--- config.mk ---
export PLATFORM = sky130hd
export DESIGN_NAME = upd_coord
export DESIGN_NICKNAME = d
export VERILOG_FILES = /design/src/rtl/upd_pkg.sv /design/src/rtl/upd_arbiter.sv /design/src/rtl/upd_ack_lane.sv /design/src/rtl/upd_ctl_timer.sv /design/src/rtl/upd_coord.sv
export SDC_FILE = /design/constraint.sdc
export NUM_CORES = 1
export LEC_CHECK = 0
export BUFFER_PORTS_ARGS = -buffer_cell sky130_fd_sc_hd__buf_2
export CORE_MARGIN = 2
export CORE_UTILIZATION = 45
export CTS_BUF_LIST = sky130_fd_sc_hd__clkbuf_4
export DETAILED_ROUTE_END_ITERATION = 8
export PLACE_DENSITY = 0.74
export SKIP_LAST_GASP = 1
export SLEW_MARGIN = 20
export SYNTH_ARGS = -nofsm -noshare
export SYNTH_HDL_FRONTEND = slang
export SYNTH_SLANG_ARGS = --single-unit
--- constraint.sdc ---
create_clock -name clk -period 3 [get_ports clk]
set_input_delay 0.6 -clock clk [delete_from_list [all_inputs] [get_ports clk]]
set_output_delay 0.6 -clock clk [all_outputs]
set_load 0.02 [all_outputs]
--- src/rtl/upd_pkg.sv ---
package upd_pkg;

    typedef enum logic [2:0] {
        ST_IDLE,
        ST_PHY_DRAIN,
        ST_PHY_ACT,
        ST_CTL_DRAIN,
        ST_CTL_WAIT,
        ST_CTL_ACT
    } coord_state_e;

    typedef enum logic [1:0] {
        PICK_NONE,
        PICK_PHY,
        PICK_CTL
    } pick_e;

    // Controller work wins over PHY work when both are seen together.
    function automatic pick_e choose_work(input logic ctl_need, input logic phy_need);
        if (ctl_need)
            return PICK_CTL;
        else if (phy_need)
            return PICK_PHY;
        return PICK_NONE;
    endfunction

    function automatic logic window_open(input coord_state_e st);
        return st != ST_IDLE;
    endfunction

endpackage

--- src/rtl/upd_arbiter.sv ---
module upd_arbiter
    import upd_pkg::*;
#(
    parameter int N_CH = 2
) (
    input  logic            ctl_want,
    input  logic [N_CH-1:0] phy_req,
    output pick_e           pick
);
    logic phy_any;

    always_comb begin
        phy_any = |phy_req;
        pick    = choose_work(ctl_want, phy_any);
    end
endmodule

--- src/rtl/upd_ack_lane.sv ---
module upd_ack_lane (
    input  logic clk,
    input  logic rst,
    input  logic grant,
    input  logic req,
    output logic ack
);
    always_ff @(posedge clk) begin
        if (rst)
            ack <= 1'b0;
        else if (grant)
            ack <= req;
        else
            ack <= ack & req;
    end
endmodule

--- src/rtl/upd_ctl_timer.sv ---
module upd_ctl_timer #(
    parameter int CNT_W = 16
) (
    input  logic             clk,
    input  logic             rst,
    input  logic             clear,
    input  logic             run,
    input  logic [CNT_W-1:0] limit,
    output logic             expire
);
    localparam int EXT_W = CNT_W + 1;

    logic [CNT_W-1:0] cnt_q;
    logic [EXT_W-1:0] next_count;

    always_comb begin
        next_count = {1'b0, cnt_q} + {{CNT_W{1'b0}}, 1'b1};
        expire     = next_count >= {1'b0, limit};
    end

    always_ff @(posedge clk) begin
        if (rst || clear)
            cnt_q <= '0;
        else if (run)
            cnt_q <= cnt_q + 1'b1;
    end
endmodule

--- src/rtl/upd_coord.sv ---
module upd_coord
    import upd_pkg::*;
#(
    parameter int N_CH  = 2,
    parameter int CNT_W = 16
) (
    input  logic             clk,
    input  logic             rst,
    input  logic             ctl_want,
    input  logic             sched_idle,
    input  logic [CNT_W-1:0] upd_limit,
    input  logic [N_CH-1:0]  phy_upd_req,
    output logic [N_CH-1:0]  phy_upd_ack,
    output logic [N_CH-1:0]  ctl_upd_req,
    input  logic [N_CH-1:0]  ctl_upd_ack,
    output logic             hold,
    output logic             ctl_err
);
    coord_state_e state_q, state_n;
    pick_e        pick;
    logic         grant_phy;
    logic         ctl_req_q, ctl_req_n;
    logic         err_q, err_n;
    logic         hold_q;
    logic         tmr_clear, tmr_run, tmr_expire;
    logic [N_CH-1:0] ack_q;
    logic [N_CH-1:0] ack_keep;

    upd_arbiter #(.N_CH(N_CH)) u_arb (
        .ctl_want (ctl_want),
        .phy_req  (phy_upd_req),
        .pick     (pick)
    );

    upd_ctl_timer #(.CNT_W(CNT_W)) u_tmr (
        .clk    (clk),
        .rst    (rst),
        .clear  (tmr_clear),
        .run    (tmr_run),
        .limit  (upd_limit),
        .expire (tmr_expire)
    );

    for (genvar ch = 0; ch < N_CH; ch++) begin : g_lane
        upd_ack_lane u_lane (
            .clk   (clk),
            .rst   (rst),
            .grant (grant_phy),
            .req   (phy_upd_req[ch]),
            .ack   (ack_q[ch])
        );
        assign ctl_upd_req[ch] = ctl_req_q;
    end

    always_comb begin
        state_n   = state_q;
        grant_phy = 1'b0;
        ctl_req_n = ctl_req_q;
        err_n     = err_q;
        tmr_clear = 1'b0;
        tmr_run   = 1'b0;
        ack_keep  = ack_q & phy_upd_req;
        case (state_q)
            ST_IDLE: begin
                if (pick == PICK_CTL) begin
                    state_n = ST_CTL_DRAIN;
                    err_n   = 1'b0;
                end else if (pick == PICK_PHY) begin
                    state_n = ST_PHY_DRAIN;
                end
            end
            ST_PHY_DRAIN: begin
                if (phy_upd_req == '0) begin
                    state_n = ST_IDLE;
                end else if (sched_idle) begin
                    grant_phy = 1'b1;
                    state_n   = ST_PHY_ACT;
                end
            end
            ST_PHY_ACT: begin
                if (ack_keep == '0)
                    state_n = ST_IDLE;
            end
            ST_CTL_DRAIN: begin
                if (sched_idle) begin
                    state_n   = ST_CTL_WAIT;
                    ctl_req_n = 1'b1;
                    tmr_clear = 1'b1;
                end
            end
            ST_CTL_WAIT: begin
                if (|ctl_upd_ack) begin
                    state_n   = ST_CTL_ACT;
                    ctl_req_n = 1'b0;
                end else if (tmr_expire) begin
                    state_n   = ST_IDLE;
                    ctl_req_n = 1'b0;
                    err_n     = 1'b1;
                end else begin
                    tmr_run = 1'b1;
                end
            end
            ST_CTL_ACT: begin
                if (ctl_upd_ack == '0)
                    state_n = ST_IDLE;
            end
            default: state_n = ST_IDLE;
        endcase
    end

    always_ff @(posedge clk) begin
        if (rst) begin
            state_q   <= ST_IDLE;
            ctl_req_q <= 1'b0;
            err_q     <= 1'b0;
            hold_q    <= 1'b0;
        end else begin
            state_q   <= state_n;
            ctl_req_q <= ctl_req_n;
            err_q     <= err_n;
            hold_q    <= window_open(state_n);
        end
    end

    assign phy_upd_ack = ack_q;
    assign hold        = hold_q;
    assign ctl_err     = err_q;
endmodule

# After elaboration in Yosys (flattened, before gate mapping)

Index checks and enable logic that the tools add are counted.

Register bits: 24

Add/sub/neg operators: 2
Magnitude comparators: 1
Equal/unequal tests: 12
Muxes and demuxes: 32
Bitwise gates (word level): 3
Reduce and logical (&&, ||, !) cells: 12

Operators with widths:

| kind                                                                  | number |
|---|---|
| 3-bit two-way mux                                                     | 9 |
| 3-bit case mux with 6 select lines                                    | 1 |
| 16-bit by 1-bit adder with 17-bit output, second input constant       | 1 |
| 17-bit by 16-bit >= comparator with 1-bit output                      | 1 |
| 1-bit two-way mux                                                     | 17 |
| 16-bit by 1-bit adder with 16-bit output, second input constant       | 1 |
| 2-bit inequality test, second input constant                          | 4 |
| 3-bit by 2-bit equality test with 1-bit output, second input constant | 2 |
| 3-bit equality test, second input constant                            | 2 |
| 2-bit zero test                                                       | 3 |
| 2-bit two-way mux                                                     | 3 |
| 1-bit case mux with 2 select lines                                    | 2 |
| 4-bit AND reduction                                                   | 1 |
| 2-bit nonzero test                                                    | 2 |
| 2-bit OR reduction                                                    | 2 |
| 3-bit by 1-bit equality test with 1-bit output, second input constant | 1 |
| 3-bit zero test                                                       | 1 |
| 3-bit inequality test, second input constant                          | 1 |
| 3-bit AND reduction                                                   | 1 |
| 3-bit nonzero test                                                    | 1 |
| 1-bit AND                                                             | 2 |
| 2-bit AND                                                             | 1 |
| 2-bit by 1-bit equality test with 1-bit output, second input constant | 1 |
| 2-bit equality test, second input constant                            | 1 |
| 1-bit logical OR                                                      | 1 |

# Depth between registers and ports, before layout

Gate-level depths: netlist (run 1).

Depth in word-level cells: 9
Depth in mapped cells: 13
Gate-level depth less buffers: 12

# Cells and area by module

A second synthesis (run 1) with hierarchy kept.

Cell total of the unflattened synthesis: 215
Area, all modules: 1757.9 µm²

By module, submodules not included:

| module        | times used | cells an instance | area each (µm²) | seq. area each (µm²) |
|---|---|---|---|---|
| upd_ctl_timer | 1          | 167               | 1330.0          | 320.3 |
| upd_coord     | 1          | 40                | 341.6           | 120.1 |
| upd_ack_lane  | 2          | 3                 | 36.3            | 20.0 |
| upd_arbiter   | 1          | 2                 | 13.8            | 0.0 |

# Worst setup path before layout (run 1)

OpenSTA, ideal clock, no wires.

Kind: register to register
Start point: register u_tmr.cnt_q[0]
End point: register u_tmr.cnt_q[7]
Arrival: 2.920 ns
Data required time: 2.930 ns
Setup slack: 0.009 ns
Stages on the path, launching flop included: 14
Buffers on the path: 1
Period minus slack after synthesis: 2.991 ns
Cell sequence: dfxtp_1 -> ha_1 -> and3_1 -> nand3_1 -> or2_2 -> xnor2_1 -> ha_1 -> a21o_1 -> a21o_1 -> a221oi_2 -> o2111ai_1 -> buf_2 -> or3_1 -> a21oi_1

Longest elaborated chain between the ends: 5

RTL lines:

| item                                             | RTL line            | source |
|---|---|---|
| from (decl)                                      | upd_ctl_timer.sv:13 | `logic [CNT_W-1:0] cnt_q;` |
| from (signal assigned)                           | upd_ctl_timer.sv:25 | `cnt_q <= cnt_q + 1'b1;` |
| 16-bit by 1-bit adder with 17-bit output         | upd_ctl_timer.sv:17 | `next_count = {1'b0, cnt_q} + {{CNT_W{1'b0}}, 1'b1};` |
| named net u_tmr.next_count[14]                   | upd_ctl_timer.sv:14 | `logic [EXT_W-1:0] next_count;` |
| 17-bit by 16-bit >= comparator with 1-bit output | upd_ctl_timer.sv:18 | `expire = next_count >= {1'b0, limit};` |
| 1-bit two-way mux                                | upd_coord.sv:95     | `end else if (tmr_expire) begin` |
| 1-bit two-way mux                                | upd_coord.sv:92     | `if (\|ctl_upd_ack) begin` |
| 1-bit two-way mux                                | upd_coord.sv:63     | `case (state_q)` |

The timed path passes the listed nets, and every way through them passes these cells.
A chain may end at the register's enable or synchronous reset.

# Worst setup path in the final report (run 1)

Start point: register u_tmr.cnt_q[0]
End point: register u_tmr.cnt_q[11]

The elaborated chain is that of the path after synthesis.

==> impl_metrics.csv, run 1 <==
group,metric,value,unit
outcome,outcome,"finished with violations",
outcome,violations,"setup timing",
clocking,cts-hold-fix-buffers,0,
timing,setup_viol,15,
yosys,synthesis.nets,270,
power,irDropWorstVdd,383,uV
die,row_count,22,
final_layout,final_area,2360,um^2
final_layout,nets,324,
clocking,cts.sinks,24,
routing,dr.pass1.iters,4,
timing,slew_headroom,0.629,
global_route,grt_use_met2,0.386,
clocking,cts_buffers,3,
placed_design,place_congestion,0.834,
power,pwr-share-clk,0.314,
final_layout,diodes,0,
critical_path,path_class,"reg -> reg",
critical_path,crit_cells,13,
timing,period_needed,3.12,ns
clocking,cts_buffer_depth,2,
worst_hold_path,hp-class,"reg -> reg",
critical_path,cpLargestDelayFamily,"compound AO/OA/AOI/OAI gates",
timing,worst_pin_slew,0.551,ns
yosys,dominantRegCellSynth,"dfxtp_1",
timing,fin_setup_tns,-1.45,ns
yosys,yosysWarnings,0,
critical_path,cp_slowest_stage_delay,0.39,ns
critical_path,path_common_cell,"a21o_1",
critical_path,path_buf_inv,1,
clocking,clock_latency,0.32,ns
critical_path,cp-end-kind,"flop",
yosys,synthArstFlopShare,0,
power,switching_share,0.292,
timing,final_max_slew_viol_count,0,
worst_hold_path,hold_depth,1,
global_route,grt_max_degree,16,
timing,hold_viol_final,0,
critical_path,arrival,3.39,ns
global_route,top_usage_layer,"met2",
yosys,yosysTopAreaCell,"dfxtp_1",
yosys,synth_seq_cells,24,
timing,fin_crit_sh,1.04,
yosys,ys_top_cells_by_count,"dfxtp_1, a21oi_1, inv_1, o21ai_0, ha_1",
clocking,htreeDepth,1,
routing,ant_nets,0,
yosys,avgSynthCellArea,7.70,um^2
yosys,synthTopCellsByArea,"dfxtp_1, ha_1, xnor2_1",
die,start_util,0.475,
yosys,synth_top_area_frac,0.272,
timing,setup_slack,-0.117,ns
global_route,grt_pass1_vias,1652,
critical_path,worstRegToRegCells,13,
timing,finClkSkew,0.00493,ns
yosys,ys_types,41,
routing,drt_iter0_markers,95,
die,die_w,66.6,um
timing,rsz0062_at_grt,"yes",
placed_design,place_area,2070,um^2
global_route,grt_use_met1,0.243,
global_route,grt_pass1_wl,7130,um
final_layout,syn_to_final_growth,33.6,%
yosys,synth_edf_count,0,
job,max_cap_viol_count,0,
critical_path,slowest_stage,"dfxtp_2",
final_layout,drive_gt1_frac,0.369,
routing,routed_wirelength,4400,um
placed_design,portBuffers,29,
clocking,clockRootBuffer,"clkbuf_4",
global_route,grt_use_total,0.207,
power,switching_power,224,uW
yosys,synthMostInstantiatedCell,"dfxtp_1",
yosys,netlist_area,1760,um^2
die,die_h,66.6,um
power,p_leak,0.00105,uW
routing,drc,0,
clocking,cts_tree,"done",
global_route,grtUsageMet3,0.0405,
routing,wl_per_cell,13.3,um
power,p_comb_frac,0.209,
power,power.density,325,nW/um^2
power,seq_power_share,0.477,
timing,clock.fmax,321,MHz
die,num_io_pins,30,
placed_design,dp_hpwl,3050,um
routing,vias_per_cell,5.47,
global_route,antenna_found_initial,0,
timing,hold_slack,0.516,ns
die,die_area,4440,um^2
critical_path,cp-start-kind,"flop",
critical_path,cp_max_fo,7,
die,core_area,3720,um^2
global_route,grt_overflow,0,
routing,via_count,1804,
clocking,clkTransAtPathRegs,0.14,ns
yosys,synth_seq_area_share,0.272,
power,intPower,543,uW
critical_path,cp_data_required_time,3.27,ns
yosys,syn_inst,229,
critical_path,path_cells,"ha_4 -> and3_4 -> nand3_4 -> or2_4 -> xnor2_1 -> ha_1 -> a21o_1 -> a21o_1 -> a221oi_2 -> o2111ai_2 -> buf_6 -> or3_4 -> a21oi_2",
## registers in the layout (all words and copies together) (netlist names)
register	cells
ctl_err	1
state_q	3
hold	1
g_lane.u_lane.ack	2
ctl_req_q	1
u_tmr.cnt_q	16
## cells in the final DEF (no fill, tap or decap), drive strengths merged, types with 2 or more instances in the layout
| cell | n |
|---|---|
| nor2b | 2 |
| nor2 | 15 |
| a21oi | 21 |
| o21ai | 20 |
| nor3b | 2 |
| nand2b | 2 |
| xnor2 | 13 |
| and4 | 2 |
| xor2 | 2 |
| nand2 | 14 |
| or3 | 15 |
| a31oi | 3 |
| nor3 | 4 |
| a21o | 4 |
| ha | 17 |
| dfxtp | 24 |
| nor4 | 2 |
| inv | 19 |
| nand4 | 7 |
| nand3 | 10 |
| buf | 60 |
| clkbuf | 3 |
| and3 | 4 |
| or2 | 3 |
## final cells by class
class / instances / area [um^2]
multi-input combinational: 175 / 1290
inverter: 19 / 71.3
tap: 48 / 60.1
clock buffer: 3 / 22.5
fill: 330 / 1360
sequential: 24 / 488
clock inverter: 1 / 30.0
timing repair buffer: 60 / 394
## final timing paths
check / end / slack (ns) / startpoint
max: u_tmr.cnt_q[11]$_SDFFE_PP0P_ / -0.12 / u_tmr.cnt_q[0]$_SDFFE_PP0P_
min: ctl_err$_SDFFE_PP0P_ / 0.52 / ctl_err$_SDFFE_PP0P_
max reg2reg: u_tmr.cnt_q[11]$_SDFFE_PP0P_ / -0.12 / u_tmr.cnt_q[0]$_SDFFE_PP0P_
min reg2reg: ctl_err$_SDFFE_PP0P_ / 0.52 / ctl_err$_SDFFE_PP0P_
## per-layer routing
layer | part of all wire | vias to the layer above
li1 | - | 926
met1 | 0.43 | 833
met2 | 0.52 | 41
met3 | 0.041 | 4
met4 | 0.0084 | 0
met5 | 0 | -
## kinds of logic (layout without fill, tap and decap cells)
family                   Yosys count  after routing  synth area share
AO/OA/AOI/OAI                     60             60             0.208
XOR/XNOR                          15             15            0.0745
adder cells (fa/ha/maj)           17             17             0.121
buffers and inverters             30             83            0.0730
flip-flops                        24             24             0.272
AND/OR/NAND/NOR                   83             83             0.252
## through the flow
stage | setup slack, ns | std cells | util | power [uW]
final | -0.117 | 330 | 0.634 | 767
after global routing | -0.276 | 330 | 0.634 | 810
after CTS | -0.00646 | 327 | 0.598 | 769
after detailed placement | -0.0749 | 316 | 0.557 | 529
after global placement | -0.0000522 | 316 | 0.557 | 525
after floorplan | 0.00919 | 229 | - | 495
## worst register-to-register path: stages (launching register included)
cell and delay [ns]:
dfxtp_2 0.39, ha_4 0.15, and3_4 0.21, nand3_4 0.08
or2_4 0.25, xnor2_1 0.13, ha_1 0.32, a21o_1 0.17
a21o_1 0.19, a221oi_2 0.25, o2111ai_2 0.26, buf_6 0.21
or3_4 0.32, a21oi_2 0.13
## power groups by stage
stage	combinational [uW]	sequential, uW	clock [uW]
6_report	161	366	241
5_1_grt	180	371	259
2_1_floorplan	134	360	0
3_3_place_gp	154	372	0
3_5_place_dp	156	373	0
4_1_cts	159	366	245
## repair_timing
action	CTS	global route
setup endpoints to repair	15	17
pin swaps	10	20
gates resized for setup	12	38
setup buffers	6	3
cloned	1	0
(Power assumes the default switching activity.)
==> run 2, diff against run 1 <==
SYNTH_HIERARCHICAL = 1   (was not set)
==> run 2 against run 1 <==
Net effect: the run still ends with setup timing left; critical path depth rose by 5; synthesized area down 0.35%; power fell by 25%; sequential cell count unchanged; worst hold slack about the same; synthesized cell count shrank 6.1%; setup slack worse by 0.22 ns; non-clock buffer count increased by 12; cell count fell by 2.1%; sequential share of layout area fell by 0.061 points; critical endpoint is now u_tmr/cnt_q[3]$_SDFFE_PP0P_.
==> impl_metrics.csv, run 2 <==
group,metric,value,unit
final_layout,final_common_cell,"buf_4",
power,seq_power_share,0.581,
final_layout,fin_util,0.631,
placed_design,portBuffers,29,
timing,slew_headroom,0.604,
global_route,antenna_found_initial,0,
yosys,synth_seq_cells,24,
final_layout,diodes,0,
placed_design,dp_hpwl,2950,um
global_route,grt_overflow,0,
timing,final_max_slew_viol_count,0,
critical_path,path_cells,"ha_4 -> and3_4 -> and3_4 -> nand2_1 -> xnor2_1 -> ha_1 -> and4_1 -> buf_4 -> nand2_1 -> a221oi_2 -> nor2_1 -> o31ai_2 -> nor3_2 -> and2b_2 -> buf_12 -> nand2_1 -> xor2_1 -> nor2_1",
timing,hold_viol_final,0,
timing,setup_viol,19,
timing,setup_slack,-0.335,ns
routing,via_count,1648,
yosys,dominantRegCellSynth,"dfxtp_1",
yosys,synthTopCellsByArea,"dfxtp_1, ha_1, xor2_1",
die,die_h,66.5,um
critical_path,arrival,3.54,ns
global_route,grt_pass1_wl,6660,um
routing,wl_per_cell,12.7,um
clocking,cts_tree,"done",
yosys,avgSynthCellArea,8.18,um^2
power,irDropWorstVdd,205,uV
clocking,cts.sinks,24,
critical_path,cp-end-kind,"flop",
clocking,cts_buffers,3,
final_layout,reg.largest.list,"u_tmr/cnt_q (16), state_q (3), g_lane.u_lane/ack (2)",
clocking,clock_latency,0.32,ns
routing,dr.pass1.iters,4,
power,pwr-share-clk,0.261,
clocking,htreeDepth,1,
clocking,cts_buffer_depth,2,
yosys,ys_top_cells_by_count,"dfxtp_1, nor2_1, inv_1",
final_layout,final_cell_mix,"buf_4, buf_2, nor2_1, inv_1, dfxtp_1",
die,num_io_pins,30,
power,power.density,245,nW/um^2
yosys,syn_inst,215,
timing,rsz0062_at_grt,"yes",
yosys,synthesis.nets,256,
final_layout,regMostFlops,"u_tmr/cnt_q",
outcome,violations,"setup timing",
die,die_area,4420,um^2
routing,drt_iter0_markers,52,
timing,hold_slack,0.517,ns
routing,drc,0,
timing,period_needed,3.33,ns
final_layout,syn_to_final_growth,33.5,%
critical_path,slowest_stage,"dfxtp_2",
power,switching_share,0.270,
timing,finClkSkew,0.00499,ns
final_layout,final_area,2350,um^2
clocking,clockRootBuffer,"clkbuf_4",
critical_path,cp_data_required_time,3.21,ns
critical_path,path_class,"reg -> reg",
yosys,yosysTopAreaCell,"dfxtp_1",
placed_design,place_area,2180,um^2
final_layout,largest_reg_flops,16,
timing,worst_pin_slew,0.594,ns
routing,routed_wirelength,4090,um
yosys,synthArstFlopShare,0,
worst_hold_path,hp-class,"reg -> reg",
critical_path,cp_slowest_stage_delay,0.39,ns
yosys,synth_top_area_frac,0.273,
clocking,cts-hold-fix-buffers,0,
job,max_cap_viol_count,0,
power,p_leak,0.00117,uW
yosys,synth_seq_area_share,0.273,
timing,clock.fmax,300,MHz
outcome,outcome,"finished with violations",
global_route,grt_max_degree,17,
global_route,grt_pass1_vias,1584,
critical_path,path_common_cell,"nand2_1",
routing,vias_per_cell,5.10,
timing,fin_crit_sh,1.11,
clocking,clkTransAtPathRegs,0.14,ns
final_layout,drive_gt1_frac,0.364,
yosys,yosysWarnings,6,
placed_design,place_congestion,0.805,
power,p_comb_frac,0.159,
die,start_util,0.473,
yosys,netlist_area,1760,um^2
yosys,synth_edf_count,0,
global_route,grt_use_total,0.193,
power,switching_power,155,uW
yosys,synthMostInstantiatedCell,"dfxtp_1",
placed_design,place_worst_setup_slack,-0.569,ns
die,row_count,22,
die,core_area,3720,um^2
power,intPower,419,uW
yosys,ys_types,42,
routing,ant_nets,0,
critical_path,cp_max_fo,12,
final_layout,nets,317,
die,die_w,66.5,um
critical_path,cp-start-kind,"flop",
==> run 2: worst paths after layout <==
path,start,end,slack [ns],cells after the start
worst min register to register,ctl_req_q$_SDFFE_PP0P_,ctl_req_q$_SDFFE_PP0P_,0.52,2
worst max-delay path,u_tmr/cnt_q[1]$_SDFFE_PP0P_,u_tmr/cnt_q[3]$_SDFFE_PP0P_,-0.33,18
worst max register to register,u_tmr/cnt_q[1]$_SDFFE_PP0P_,u_tmr/cnt_q[3]$_SDFFE_PP0P_,-0.33,18
worst min-delay path,ctl_req_q$_SDFFE_PP0P_,ctl_req_q$_SDFFE_PP0P_,0.52,2
==> run 2: repair_timing <==
action | CTS | global route
resized for setup | 12 | 5
setup endpoints to repair | 19 | 19
pin swaps | 6 | 11
buffers inserted | 4 | 3
==> run 2: worst max-delay path: cells and delay by family (launching register included) <==
family	cells	cell delay (ns)
flip-flops	1	0.39
AND/OR/NAND/NOR	10	1.33
buffers and inverters	2	0.27
XOR/XNOR	2	0.31
adder cells (fa/ha/maj)	2	0.43
AO/OA/AOI/OAI	2	0.49
==> run 2: power groups by stage <==
stage	clock (uW)	combinational, uW	sequential (uW)
finish	150	91.2	334
global route	167	102	335
CTS	153	87.2	334
detailed placement	0	81.1	341
global placement	0	79.5	340
floorplan	0	43.9	343
==> run 2: final cells by class <==
cell class | instances | area [um^2]
Tap cell | 48 | 60.1
Multi-Input combinational cell | 154 | 1220
Clock inverter | 1 | 3.75
Fill cell | 349 | 1370
Timing Repair Buffer | 72 | 480
Clock buffer | 3 | 22.5
Sequential cell | 24 | 484
Inverter | 21 | 78.8
==> run 2: stage by stage <==
stage	power, uW	TNS [ns]	instances
global placement	420	-5.33	312
global route	604	-9.51	323
CTS	574	-4.53	320
floorplan	387	-3.18	215
detailed placement	422	-8.55	312
finish	574	-5.47	323
==> run 2: logic make-up (layout without fill, tap and decap cells) <==
family / after synthesis / after routing / share of synthesized area
and+or+nand+nor: 81 / 81 / 0.247
buffers and inverters: 37 / 97 / 0.0996
xor gates and xnor gates: 30 / 30 / 0.149
AOI/OAI and AO/OA: 25 / 25 / 0.104
DFF: 24 / 24 / 0.273
adders and majority gates: 17 / 17 / 0.121
muxes: 1 / 1 / 0.00569
==> run 2: layer usage <==
| metal | global-route usage | vias up | wire length, um |
|---|---|---|---|
| met5 | 0 | - | 0 |
| met4 | 0.0459 | 0 | 37 |
| met3 | 0.0152 | 5 | 114 |
| met2 | 0.360 | 33 | 2130 |
| met1 | 0.239 | 764 | 1810 |
| li1 | - | 846 | - |
